**src/rtl/nas_pkg.sv**
```systemverilog
package nas_pkg;

    typedef enum logic [1:0] {
        PG_SMALL = 2'b00,
        PG_2K    = 2'b01,
        PG_4K    = 2'b10,
        PG_SPARE = 2'b11
    } pg_size_e;

    typedef enum logic [2:0] {
        ST_IDLE,
        ST_COL_LO,
        ST_COL_HI,
        ST_ROW,
        ST_CONFIRM,
        ST_FINISH
    } seq_st_e;

    localparam logic [7:0] RD_CONFIRM_OP = 8'h30;

    typedef struct packed {
        logic     col_v;
        logic     row_v;
        logic     is_read;
        pg_size_e size;
    } job_t;

    function automatic logic is_large(pg_size_e s);
        return (s == PG_2K) || (s == PG_4K);
    endfunction

    function automatic logic [7:0] col_hi_mask(pg_size_e s);
        case (s)
            PG_2K:   return 8'h0F;
            PG_4K:   return 8'h1F;
            default: return 8'h00;
        endcase
    endfunction

endpackage

```
**src/rtl/nas_col_fmt.sv**
```systemverilog
module nas_col_fmt
    import nas_pkg::*;
#(
    parameter int COL_W = 13
) (
    input  logic [COL_W-1:0] col,
    input  pg_size_e         size,
    input  logic             sel_hi,
    output logic [7:0]       col_byte
);
    localparam int EXT_W = COL_W + 16;

    logic [EXT_W-1:0] col_ext;

    always_comb begin
        col_ext = {16'b0, col};
        if (sel_hi)
            col_byte = col_ext[15:8] & col_hi_mask(size);
        else
            col_byte = col_ext[7:0];
    end
endmodule

```
**src/rtl/nas_row_shift.sv**
```systemverilog
module nas_row_shift #(
    parameter int ROW_W = 24
) (
    input  logic             clk,
    input  logic             rst,
    input  logic             load,
    input  logic             shift,
    input  logic [ROW_W-1:0] row_in,
    input  logic [ROW_W-1:0] mask_in,
    output logic [7:0]       row_byte,
    output logic             row_last
);
    localparam int BYTES = (ROW_W + 7) / 8;
    localparam int PAD_W = BYTES * 8;

    logic [PAD_W-1:0] row_q;
    logic [PAD_W-1:0] mask_q;
    logic [PAD_W-1:0] mask_next;

    always_ff @(posedge clk) begin
        if (rst) begin
            row_q  <= '0;
            mask_q <= '0;
        end else if (load) begin
            row_q  <= PAD_W'(row_in);
            mask_q <= PAD_W'(mask_in);
        end else if (shift) begin
            row_q  <= row_q >> 8;
            mask_q <= mask_next;
        end
    end

    always_comb begin
        mask_next = mask_q >> 8;
        row_byte  = row_q[7:0];
        row_last  = (mask_next == '0);
    end
endmodule

```
**src/rtl/nas_ctrl.sv**
```systemverilog
module nas_ctrl
    import nas_pkg::*;
(
    input  logic    clk,
    input  logic    rst,
    input  logic    start,
    input  logic    step_done,
    input  job_t    job_in,
    input  logic    row_last,
    output seq_st_e state,
    output job_t    job,
    output logic    row_load,
    output logic    row_shift
);
    seq_st_e st_q, st_d;
    job_t    job_q;

    function automatic seq_st_e after_row(job_t j);
        if (j.is_read && is_large(j.size)) return ST_CONFIRM;
        return ST_FINISH;
    endfunction

    function automatic seq_st_e after_col(job_t j);
        if (j.row_v) return ST_ROW;
        return after_row(j);
    endfunction

    function automatic seq_st_e first_step(job_t j);
        if (j.col_v) return ST_COL_LO;
        return after_col(j);
    endfunction

    always_comb begin
        st_d = st_q;
        case (st_q)
            ST_IDLE:    if (start) st_d = first_step(job_in);
            ST_COL_LO:  if (step_done)
                            st_d = is_large(job_q.size) ? ST_COL_HI : after_col(job_q);
            ST_COL_HI:  if (step_done) st_d = after_col(job_q);
            ST_ROW:     if (step_done && row_last) st_d = after_row(job_q);
            ST_CONFIRM: if (step_done) st_d = ST_FINISH;
            ST_FINISH:  st_d = ST_IDLE;
            default:    st_d = ST_IDLE;
        endcase
    end

    always_ff @(posedge clk) begin
        if (rst) begin
            st_q  <= ST_IDLE;
            job_q <= '0;
        end else begin
            st_q <= st_d;
            if (st_q == ST_IDLE && start) job_q <= job_in;
        end
    end

    assign state     = st_q;
    assign job       = job_q;
    assign row_load  = (st_q == ST_IDLE) && start;
    assign row_shift = (st_q == ST_ROW) && step_done;
endmodule

```
**src/rtl/nand_addr_seq.sv**
```systemverilog
module nand_addr_seq
    import nas_pkg::*;
#(
    parameter int COL_W = 13,
    parameter int ROW_W = 24
) (
    input  logic             clk,
    input  logic             rst,
    input  logic             start,
    input  logic             col_valid,
    input  logic [COL_W-1:0] col_in,
    input  logic             row_valid,
    input  logic [ROW_W-1:0] row_in,
    input  logic [ROW_W-1:0] row_mask,
    input  logic [1:0]       page_size,
    input  logic             is_read,
    input  logic             step_done,
    output logic             addr_stb,
    output logic [7:0]       addr_byte,
    output logic             cmd_stb,
    output logic [7:0]       cmd_op,
    output logic             done
);
    job_t             job_in, job;
    seq_st_e          state;
    logic             row_load, row_shift, row_last;
    logic [7:0]       row_byte, col_byte;
    logic [COL_W-1:0] col_q;

    assign job_in = '{col_v: col_valid, row_v: row_valid,
                      is_read: is_read, size: pg_size_e'(page_size)};

    always_ff @(posedge clk) begin
        if (rst)
            col_q <= '0;
        else if (row_load)
            col_q <= col_in;
    end

    nas_ctrl u_ctrl (
        .clk       (clk),
        .rst       (rst),
        .start     (start),
        .step_done (step_done),
        .job_in    (job_in),
        .row_last  (row_last),
        .state     (state),
        .job       (job),
        .row_load  (row_load),
        .row_shift (row_shift)
    );

    nas_col_fmt #(.COL_W(COL_W)) u_col (
        .col      (col_q),
        .size     (job.size),
        .sel_hi   (state == ST_COL_HI),
        .col_byte (col_byte)
    );

    nas_row_shift #(.ROW_W(ROW_W)) u_row (
        .clk      (clk),
        .rst      (rst),
        .load     (row_load),
        .shift    (row_shift),
        .row_in   (row_in),
        .mask_in  (row_mask),
        .row_byte (row_byte),
        .row_last (row_last)
    );

    always_comb begin
        addr_stb  = (state == ST_COL_LO) || (state == ST_COL_HI) || (state == ST_ROW);
        addr_byte = (state == ST_ROW) ? row_byte : (addr_stb ? col_byte : 8'h00);
        cmd_stb   = (state == ST_CONFIRM);
        cmd_op    = cmd_stb ? RD_CONFIRM_OP : 8'h00;
        done      = (state == ST_FINISH);
    end
endmodule

```
**config.mk**
```make
export PLATFORM = sky130hd
export DESIGN_NAME = nand_addr_seq
export DESIGN_NICKNAME = d
export VERILOG_FILES = /design/src/rtl/nas_pkg.sv /design/src/rtl/nas_col_fmt.sv /design/src/rtl/nas_row_shift.sv /design/src/rtl/nas_ctrl.sv /design/src/rtl/nand_addr_seq.sv
export SDC_FILE = /design/constraint.sdc
export NUM_CORES = 1
export LEC_CHECK = 0
export BUFFER_PORTS_ARGS = -buffer_cell sky130_fd_sc_hd__buf_2
export CELL_PAD_IN_SITES_DETAIL_PLACEMENT = 0
export CELL_PAD_IN_SITES_GLOBAL_PLACEMENT = 2
export CORE_MARGIN = 2
export CORE_UTILIZATION = 25
export DETAILED_ROUTE_END_ITERATION = 7
export PLACE_DENSITY = 0.76
export SLEW_MARGIN = 20
export SYNTH_ARGS = -nofsm -noshare
export SYNTH_HDL_FRONTEND = slang
export SYNTH_HIERARCHICAL = 1
export SYNTH_SLANG_ARGS = --single-unit
```
**constraint.sdc**
```tcl
create_clock -name clk -period 2.9 [get_ports clk]
set_clock_uncertainty 0.15 [all_clocks]
set_input_delay 0.145 -clock clk [delete_from_list [all_inputs] [get_ports clk]]
set_output_delay 0.145 -clock clk [all_outputs]
set_load 0.01 [all_outputs]
```
# After elaboration in Yosys (flattened, before gate mapping)
# Index checks and enable logic that the tools add are counted.
# totals
reg_bits	68
latchBits	0
ramBits	0
rom_bits	0
in_bits	70
out_inout_bits	19
word_cells	90
memories	0
# op_classes
addsub	0
n_mul	0
n_div	0
n_lt_le_gt_ge	0
n_eq_ne	14
shift	0
mux	55
bitwise	1
n_reduce_logical	13
# op_table
op	count
$mux 24	4
$mux 3	19
$mux 8	4
$mux 1	25
$logic_not 24->1	1
$pmux 3 s5	1
$pmux 5 s2	1
$and 5x8->8	1
$ne 2x2->1 const B	4
$eq 3x2->1 const B	2
$eq 3x3->1 const B	2
$mux 6	1
$logic_and 1x1->1	5
$reduce_and 5->1	1
$eq 2x1->1 const B	2
$eq 2x2->1 const B	2
$logic_or 1x1->1	4
$eq 3x1->1 const B	1
$logic_not 3->1	1
$ne 2x1->1 const B	1
$reduce_bool 2->1	1

# Depth between registers and ports, before layout
# Gate-level depths: netlist of the first run.
# depth
ltp_word	15
depth_mapped	7
mapped_depth_nobuf	6

# Modules after synthesis
# The synthesis of the first run kept the hierarchy.
# modules_own_cells
module	n_inst	cells_each	area_per_inst_um2	seq_area_each_um2
nas_row_shift	1	191	1851.8	800.8
nand_addr_seq	1	85	763.2	260.2
nas_ctrl	1	55	500.5	160.2
nas_col_fmt	1	15	106.4	0.0

# Worst setup path before layout of the first run
# Ideal clock, no wire load.
# synth_timing
path_type	flip-flop to output port
startpoint	register u_ctrl.st_q[1] (netlist: u_ctrl/state[1])
endpoint	output addr_byte[0]
arrival_ns	1.850
t_required_ns	2.605
path_slack_ns	0.755
stages_incl_launch_ff	7
path_buffers	1
cell_sequence	dfxtp_1 buf_2 nor3b_1 and2b_1 a22o_1 mux2i_1 a211oi_1
# synth_between
elab_cells_between_ends	8
cone_classes	eq/ne: 3; mux: 3; reduce/logical: 2
# synth_rtl
element	line_no	source
start, declared	nas_ctrl.sv:15	seq_st_e st_q, st_d;
start signal, assigned	nas_ctrl.sv:52	st_q <= st_d;
$eq 3x2->1	n/a	
$mux 8	nas_col_fmt.sv:17	if (sel_hi)
net col_byte[0]	nand_addr_seq.sv:27	logic [7:0] row_byte, col_byte;
$mux 8 (2 in series)	nand_addr_seq.sv:73	addr_byte = (state == ST_ROW) ? row_byte : (addr_stb ? col_byte : 8'h00);
end, declared	nand_addr_seq.sv:19	output logic [7:0] addr_byte,
# The timed path passes the listed nets, and every way through them passes these cells.

# Worst setup path in the final report of the first run
# layout_timing
startpoint	register u_ctrl.st_q[1] (netlist: u_ctrl/state[1])
endpoint	output addr_byte[1]
# Same word-level chain as after synthesis.

==> results of run 1 <==
==> repair_timing <==
action | CTS | global route
endpoints found under the hold margin | 54 | 0
resized for setup | 0 | 0
hold buffers | 54 | 0
==> where the power goes <==
group / switching [W] / leakage, nW / total [W] / internal, W
Clock: 0.000380 / 0.173 / 0.00131 / 0.000928
Sequential: 0.000220 / 0.494 / 0.00130 / 0.00108
Combinational: 0.000782 / 1.08 / 0.00152 / 0.000740
==> final cells by class <==
| class | instances | area, um^2 |
|---|---|---|
| flip-flops and latches | 60 | 1200 |
| repair buffers | 137 | 991 |
| clock inverters | 6 | 136 |
| inverters | 6 | 22.5 |
| well taps | 172 | 215 |
| clock buffers | 10 | 229 |
| fillers | 1305 | 8040 |
| multi-input cells | 237 | 1680 |
==> path summary, 6_finish.rpt <==
kind         slack [ps]  cells past startpoint       startpoint         endpoint
max reg2reg         760                      4  u_ctrl/state[1]  u_row/mask_q[9]
min                   8                      3        row_in[8]   u_row/row_q[8]
min reg2reg         340                      2         col_q[5]         col_q[5]
max                 340                      7  u_ctrl/state[1]     addr_byte[1]
==> stage by stage <==
| step | std cells | instance area [um^2] | setup slack [ps] | total power (W) | utilization (%) |
|---|---|---|---|---|---|
| 3_3_place_gp | 558 | 3570 | 692 | 0.00278 | 28.5 |
| 5_1_grt | 628 | 4480 | 101 | 0.00443 | 35.8 |
| 4_1_cts | 628 | 4480 | 280 | 0.00418 | 35.8 |
| 6_report | 628 | 4480 | 338 | 0.00413 | 35.8 |
| 3_5_place_dp | 558 | 3570 | 635 | 0.00280 | 28.5 |
| 2_1_floorplan | 348 | 3210 | 755 | 0.00251 | - |
==> worst register-to-register path, delay by kind of cell, from the launching register on <==
family | cells | cell delay [ps]
mux | 1 | 230
flops | 1 | 620
buf+inv | 1 | 260
compound gates | 1 | 90
simple gates | 1 | 640
==> metal layers <==
layer,vias up,track usage [%]
met4,0,2.75
met5,-,0
met3,5,3.71
met2,59,18.2
met1,1246,16.7
li1,1421,-
==> state kept, by name (all words and copies together) (netlist names) <==
| name | cells |
|---|---|
| col_q | 13 |
| u_ctrl/job | 4 |
| u_row/mask_q | 16 |
| u_ctrl/state | 3 |
| u_row/row_q | 24 |
==> run_results.csv, run 1 <==
group,metric,value,unit
clocking,cts_setup_buffers,0,
route,top_layer,"met4",
timing,rsz0062_at_grt,"no",
route,wl_per_cell,12.7,um
timing,setup_viol,0,
synthesis,synthCells,343,
route,m1WireLength,4150,um
synthesis,ys.warnings.count,6,
clocking,numCtsBuffers,9,
route,final_antenna_net_count,0,
route,vias,2731,
synthesis,syn_avg_cell_area,9.29,um^2
place,post-dp-hpwl,5370,um
timing,fin_crit,2560,ps
worst_setup_path,worst_path_dominant_cell_family,"flip-flops",
timing,hold-worst-slack,8.48,ps
route,drt_iter0_markers,107,
global_routing,antenna_found_initial,0,
timing,max_freq,0.390,GHz
worst_setup_path,slowest_stage,"dfxtp_1",
route,drt-vias-per-instance,4.35,
worst_hold_path,hp-class,"in2reg",
layout,final_common_cell,"buf_2",
clocking,cts_tree,"done",
worst_setup_path,max_stage_delay,620,ps
timing,slew_headroom,52.9,%
worst_setup_path,arrival,2270,ps
place,port_buffers,74,
worst_setup_path,cp.required,2610,ps
layout,diodes,0,
die,io_pins,89,
clocking,clockBufferDepth,2,
synthesis,syn_area,0.00319,mm^2
clocking,htreeDepth,3,
worst_setup_path,crit_buf_inv,2,
route,route.detailed.drc,0,
route,wl_met3,315,um
power_and_ir_drop,power_density,923,mW/mm^2
die,initial_core_util,25.5,%
clocking,clk-insertion-delay-late,320,ps
run_status,status,"finished, final reports clean",
global_routing,first_global_vias,2527,
worst_setup_path,crit_type,"reg2out",
timing,setup_tns,0,ps
layout,final_cell_mix,"buf_2, dfxtp_1, dlygate4sd3_1",
layout,drive_above_1_share,23.5,%
power_and_ir_drop,irDropWorstVdd,0.353,mV
die,num_rows,41,
worst_setup_path,cp-end-kind,"output pin",
layout,final_nets,522,
timing,post-route-period-util,88.3,%
clocking,cts.sinks,60,
power_and_ir_drop,leakage,1.74,nW
die,die_h,117,um
route,wl,7980,um
global_routing,overflow,0,
job,maxCapViolCount,0,
worst_setup_path,critPathLaunchType,"register",
die,die_area,0.0137,mm^2
worst_setup_path,crit_path_cell_trace,"nor3b_1 > buf_4 > and2b_1 > a22o_1 > mux2i_1 > a211oi_1 > buf_2",
timing,worst_pin_slew,707,ps
route,wl_met2,3460,um
clocking,path_clk_slew,50,ps
die,core,0.0125,mm^2
die,die_x,117,um
global_routing,grt_max_degree,61,
timing,drv_slew,0,
route,drt-pass1-iter-count,5,
layout,syn_to_final_growth,40.4,%
worst_setup_path,path_max_fanout,13,
timing,hold_viol,0,
place,gp_congestion,0.705,
global_routing,grtUsageTotal,12.0,%
global_routing,grt_first_pass_wirelength,12700,um
clocking,cts_root_buf,"clkbuf_16",
Power figures use the tool's default switching activity.
==> inputs of run 2 (changes only) <==
--- a/config.mk
+++ b/config.mk
@@ -11,7 +11,10 @@
 export CORE_MARGIN = 2
 export CORE_UTILIZATION = 25
 export DETAILED_ROUTE_END_ITERATION = 7
+export HOLD_SLACK_MARGIN = 0.03
 export PLACE_DENSITY = 0.76
+export SETUP_SLACK_MARGIN = 0.4
+export SKIP_LAST_GASP = 1
 export SLEW_MARGIN = 20
 export SYNTH_ARGS = -nofsm -noshare
 export SYNTH_HDL_FRONTEND = slang
==> run 2 against run 1 <==
Against the previous run:
- sequential share of layout area decreased by 0.11 points
- global-route usage increased by 0.076 points
- largest power group unchanged
- count of clock-buffer cells in the layout unchanged
- core utilization increased by 0.33 points
- largest cell class unchanged
- combinational power about the same
- routed wire length increased by 0.89%
- via count increased by 0.66%
- flip-flop and latch count unchanged
- cell count increased by 0.48%
==> run_results.csv, run 2 (synthesized netlist as in run 1, its figures left out) <==
group,metric,value,unit
timing,rsz0062_at_grt,"no",
worst_hold_path,holdCritStartpoint,"row_mask[14]",
layout,diodes,0,
route,route.detailed.drc,0,
worst_setup_path,slowest_stage,"dfxtp_1",
timing,hold_viol,0,
clocking,htreeDepth,3,
die,initial_core_util,25.5,%
global_routing,first_global_vias,2555,
route,drt-pass1-iter-count,4,
worst_hold_path,hold_end,"u_row/mask_q[14]",
route,final_antenna_net_count,0,
timing,drv_slew,0,
route,vias,2749,
clocking,path_clk_slew,50,ps
timing,setup_tns,0,ps
layout,final_cell_mix,"buf_2, dfxtp_1, dlygate4sd3_1",
timing,setup_viol,0,
global_routing,grtUsageTotal,12.1,%
clocking,cts_tree,"done",
die,core,0.0125,mm^2
layout,largestRegisters,"u_row/row_q (24), u_row/mask_q (16), col_q (13)",
layout,multi_input_area,0.00169,mm^2
worst_setup_path,arrival,2000,ps
worst_setup_path,rr_worst_depth,4,
clocking,cts_root_buf,"clkbuf_16",
global_routing,overflow,0,
layout,largest_reg_flops,24,
timing,fin_crit,2290,ps
global_routing,grt_max_degree,61,
worst_setup_path,crit_buf_inv,2,
route,drt_iter0_markers,98,
worst_setup_path,reg2reg_from,"u_ctrl/state[0]",
power_and_ir_drop,power_density,919,mW/mm^2
job,maxCapViolCount,0,
route,wl,8050,um
run_status,status,"finished, final reports clean",
worst_setup_path,ff2ff_setup_slack,980,ps
clocking,cts_setup_buffers,0,
global_routing,antenna_found_initial,0,
place,gp_congestion,0.705,
timing,slew_headroom,52.7,%
die,num_rows,41,
timing,post-route-period-util,79.1,%
layout,n_fill_cell,1300,
worst_hold_path,hold_depth,3,
route,wl_per_cell,12.8,um
layout,syn_to_final_growth,41.7,%
die,die_area,0.0137,mm^2
layout,final_common_cell,"buf_2",
worst_setup_path,worst_path_dominant_cell_family,"compound AO/OA/AOI/OAI gates",
layout,seq_area,0.00121,mm^2
power_and_ir_drop,total_power,0.00415,W
power_and_ir_drop,leakage,1.76,nW
clocking,clk-insertion-delay-late,320,ps
clocking,numCtsBuffers,9,
place,post-dp-hpwl,5370,um
clocking,cts.sinks,60,
timing,worst_pin_slew,709,ps
worst_setup_path,cp-end-kind,"output pin",
worst_setup_path,cp.required,2610,ps
die,die_h,117,um
route,drt-vias-per-instance,4.36,
layout,top_register,"u_row/row_q",
worst_setup_path,critPathLaunchType,"register",
worst_setup_path,crit_path_cell_trace,"inv_1 > ha_1 > and2b_1 > a22o_1 > mux2i_1 > a211oi_1 > buf_2",
timing,hold-worst-slack,34.7,ps
worst_setup_path,max_stage_delay,360,ps
die,die_x,117,um
worst_setup_path,crit_type,"reg2out",
clocking,clockBufferDepth,2,
worst_hold_path,hp-class,"in2reg",
place,port_buffers,74,
worst_setup_path,path_max_fanout,3,
timing,max_freq,0.436,GHz
worst_setup_path,r2r-end,"u_row/mask_q[9]",
layout,final_nets,525,
global_routing,grt_first_pass_wirelength,12800,um
worst_setup_path,crit_cells,7,
power_and_ir_drop,irDropWorstVdd,0.353,mV
layout,drive_above_1_share,24.2,%
die,io_pins,89,
## run 2: stage by stage
stage	setup slack (ps)	std cells	cell area [um^2]	util [%]
2_1_floorplan	755	348	3210	-
3_3_place_gp	692	558	3570	28.5
3_5_place_dp	635	558	3570	28.5
4_1_cts	440	631	4510	36.0
5_1_grt	410	631	4520	36.1
6_report	607	631	4520	36.1
## run 2: area by class of cell
cell class                 count  share of cell area [%]
clock buffer                  10                    5.07
clock inverter                 6                    3.02
sequential                    60                    26.7
tap                          172                    4.76
multi-input combinational    237                    37.3
inverter                       6                   0.498
timing repair buffer         140                    22.6
## run 2: worst max path at each step
stage	from	endpoint	slack [ps]
floorplan	u_ctrl/state[1]	addr_byte[0]	760
global placement	u_ctrl/state[1]	addr_byte[1]	690
detailed placement	u_ctrl/state[1]	addr_byte[1]	640
CTS	u_ctrl/state[1]	addr_byte[1]	440
global route	u_ctrl/state[1]	addr_byte[2]	410
finish	u_ctrl/job[0]	addr_byte[2]	610
## run 2: worst register-to-register path, stage by stage, from the launching register on
cell and delay, ps:
dfxtp_2 460, and4b_2 580, buf_12 260, mux2i_1 230
a211oi_1 90
## run 2: power by group
part	switching (W)	leakage, nW	internal, W
logic	0.000787	1.09	0.000746
clock network	0.000380	0.173	0.000928
registers	0.000221	0.495	0.00109
total	0.00139	1.76	0.00276
## run 2: what timing repair did
action / 4_1_cts / 5_1_grt
resized for setup: 1 / 4
hold buffers: 57 / 0
cloned: 0 / 0
hold endpoints to repair: 57 / 0
endpoints found under the setup margin: 2 / 3
## run 2: layer usage
layer	track usage [%]	up-vias	wire length, um
li1	-	1428	-
met1	16.8	1255	4170
met2	18.4	61	3520
met3	3.71	5	313
met4	2.75	0	48
met5	0	-	0
==> inputs of run 3 (changes only) <==
==> constraint.sdc (replaced) <==
create_clock -name clk -period 2.11 [get_ports clk]
set_clock_uncertainty 0.15 [all_clocks]
set_input_delay 0.1055 -clock clk [delete_from_list [all_inputs] [get_ports clk]]
set_output_delay 0.1055 -clock clk [all_outputs]
set_load 0.01 [all_outputs]
==> run 3 against run 2 <==
Against the previous run:
- flip-flop and latch count unchanged
- core utilization is 8.3 points higher
- critical path depth is the same
- worst setup slack got worse by 590 ps
- highest routed layer unchanged
- critical endpoint is now addr_byte[1]
- non-clock buffer count grew 38
- count of clock-buffer cells in the layout is 3 higher
- worst hold slack gained 85 ps
==> run_results.csv, run 3 (synthesized netlist as in run 1, its figures left out) <==
group,metric,value,unit
clocking,clk-insertion-delay-late,330,ps
global_routing,grt_first_pass_wirelength,14800,um
clocking,cts.sinks,60,
worst_setup_path,critPathLaunchType,"register",
die,core,0.0125,mm^2
timing,post-route-period-util,99.0,%
clocking,cts_tree,"done",
place,port_buffers,74,
power_and_ir_drop,power_density,1280,mW/mm^2
global_routing,overflow,0,
power_and_ir_drop,total_power,0.00710,W
die,io_pins,89,
power_and_ir_drop,irDropWorstVdd,0.530,mV
worst_setup_path,cp-end-kind,"output pin",
timing,hold_viol,0,
layout,seq_area,0.00121,mm^2
run_status,status,"finished, final reports clean",
place,gp_congestion,0.781,
worst_hold_path,hp-class,"in2reg",
layout,multi_input_area,0.00210,mm^2
layout,syn_to_final_growth,74.3,%
worst_setup_path,rr_worst_depth,8,
route,route.detailed.drc,0,
die,initial_core_util,25.5,%
layout,largestRegisters,"u_row/row_q (24), u_row/mask_q (16), col_q (13)",
power_and_ir_drop,leakage,2.19,nW
place,dp_worst_setup_slack,218,ps
layout,largest_reg_flops,24,
layout,n_fill_cell,1231,
layout,drive_above_1_share,45.3,%
timing,drv_slew,0,
global_routing,grt_max_degree,61,
global_routing,grtUsageTotal,14.2,%
clocking,numCtsBuffers,9,
layout,final_nets,565,
layout,final_cell_mix,"buf_2, dlygate4sd3_1, dfxtp_1",
layout,top_register,"u_row/row_q",
layout,finalInstanceArea,0.00556,mm^2
route,vias,2958,
clocking,htreeDepth,3,
worst_setup_path,arrival,1830,ps
route,drt-vias-per-instance,4.41,
die,die_area,0.0137,mm^2
worst_setup_path,path_max_fanout,4,
timing,setup_viol,0,
die,die_x,117,um
die,num_rows,41,
route,wl_per_cell,15.2,um
clocking,clockBufferDepth,2,
worst_setup_path,crit_type,"reg2out",
die,die_h,117,um
worst_setup_path,cp.required,1850,ps
job,maxCapViolCount,0,
route,final_antenna_net_count,0,
timing,finalWorstSetupSlack,22.1,ps
global_routing,antenna_found_initial,0,
timing,max_freq,0.479,GHz
layout,final_common_cell,"buf_2",
route,wl,10200,um
timing,fin_crit,2090,ps
route,drt-pass1-iter-count,4,
clocking,cts_root_buf,"clkbuf_16",
layout,diodes,0,
place,post-dp-hpwl,5330,um
timing,rsz0062_at_grt,"yes",
clocking,path_clk_slew,50,ps
global_routing,first_global_vias,2935,
route,drt_iter0_markers,83,
place,placed_cell_area,0.00371,mm^2
worst_hold_path,hold_depth,3,
## run 3: changes by cell type in the layout (fill, tap and decap cells not counted), sizes merged
cell	change
buf	+30
bufbuf	+2
bufinv	-2
clkbuf	+7
clkinv	+1
clkinvlp	-1
dlygate4sd3	+2
inv	+1
## run 3: stage by stage
stage / TNS, ps / utilization (%) / cells / hold slack [ps]
finish: 0 / 44.4 / 671 / 119
global placement: 0 / 29.6 / 559 / 200
floorplan: 0 / - / 348 / 27.9
detailed placement: 0 / 29.6 / 559 / 201
global route: -192 / 44.4 / 671 / 121
CTS: 0 / 40.6 / 653 / 99.6
## run 3: critical path, stage by stage, from the launching register on
cell and delay [ps]:
dfxtp_2 330, nor3b_4 210, buf_6 130, and2b_2 160, a22o_1 180, mux2i_1 100, a211oi_2 230, buf_2 160
## run 3: power by group
part / switching, W / total, W / leakage [nW] / internal [W]
Sequential: 0.000284 / 0.00178 / 0.497 / 0.00150
Combinational: 0.00168 / 0.00370 / 1.53 / 0.00202
Clock: 0.000513 / 0.00161 / 0.160 / 0.00110
## run 3: final cells by class
cell class	count	share of cell area, %
Timing Repair Buffer	178	29.4
Multi-Input combinational cell	237	37.8
Inverter	6	0.878
Clock inverter	3	1.24
Timing Repair inverter	2	0.405
Tap cell	172	3.87
Sequential cell	60	21.8
Clock buffer	13	4.68
## run 3: worst paths after layout
kind	startpoint	end	slack, ps
max	u_ctrl/state[2]	addr_byte[1]	20
min	rst	col_q[0]	120
max reg2reg	u_ctrl/state[0]	u_row/row_q[12]	310
min reg2reg	col_q[7]	col_q[7]	340
## run 3: timing repair
action	CTS	global route
setup buffers	12	11
pin swaps	19	20
gates resized for setup	40	64
setup endpoints to repair	68	72
cloned	7	7
hold buffers	59	0
hold endpoints to repair	59	0
## run 3: metal layers
layer / vias to the layer above / global-route usage [%] / routed length, um
met5: - / 0 / 0
met4: 0 / 6.12 / 119
met3: 10 / 3.60 / 348
met2: 63 / 23.2 / 5060
met1: 1381 / 17.9 / 4670
li1: 1504 / - / -
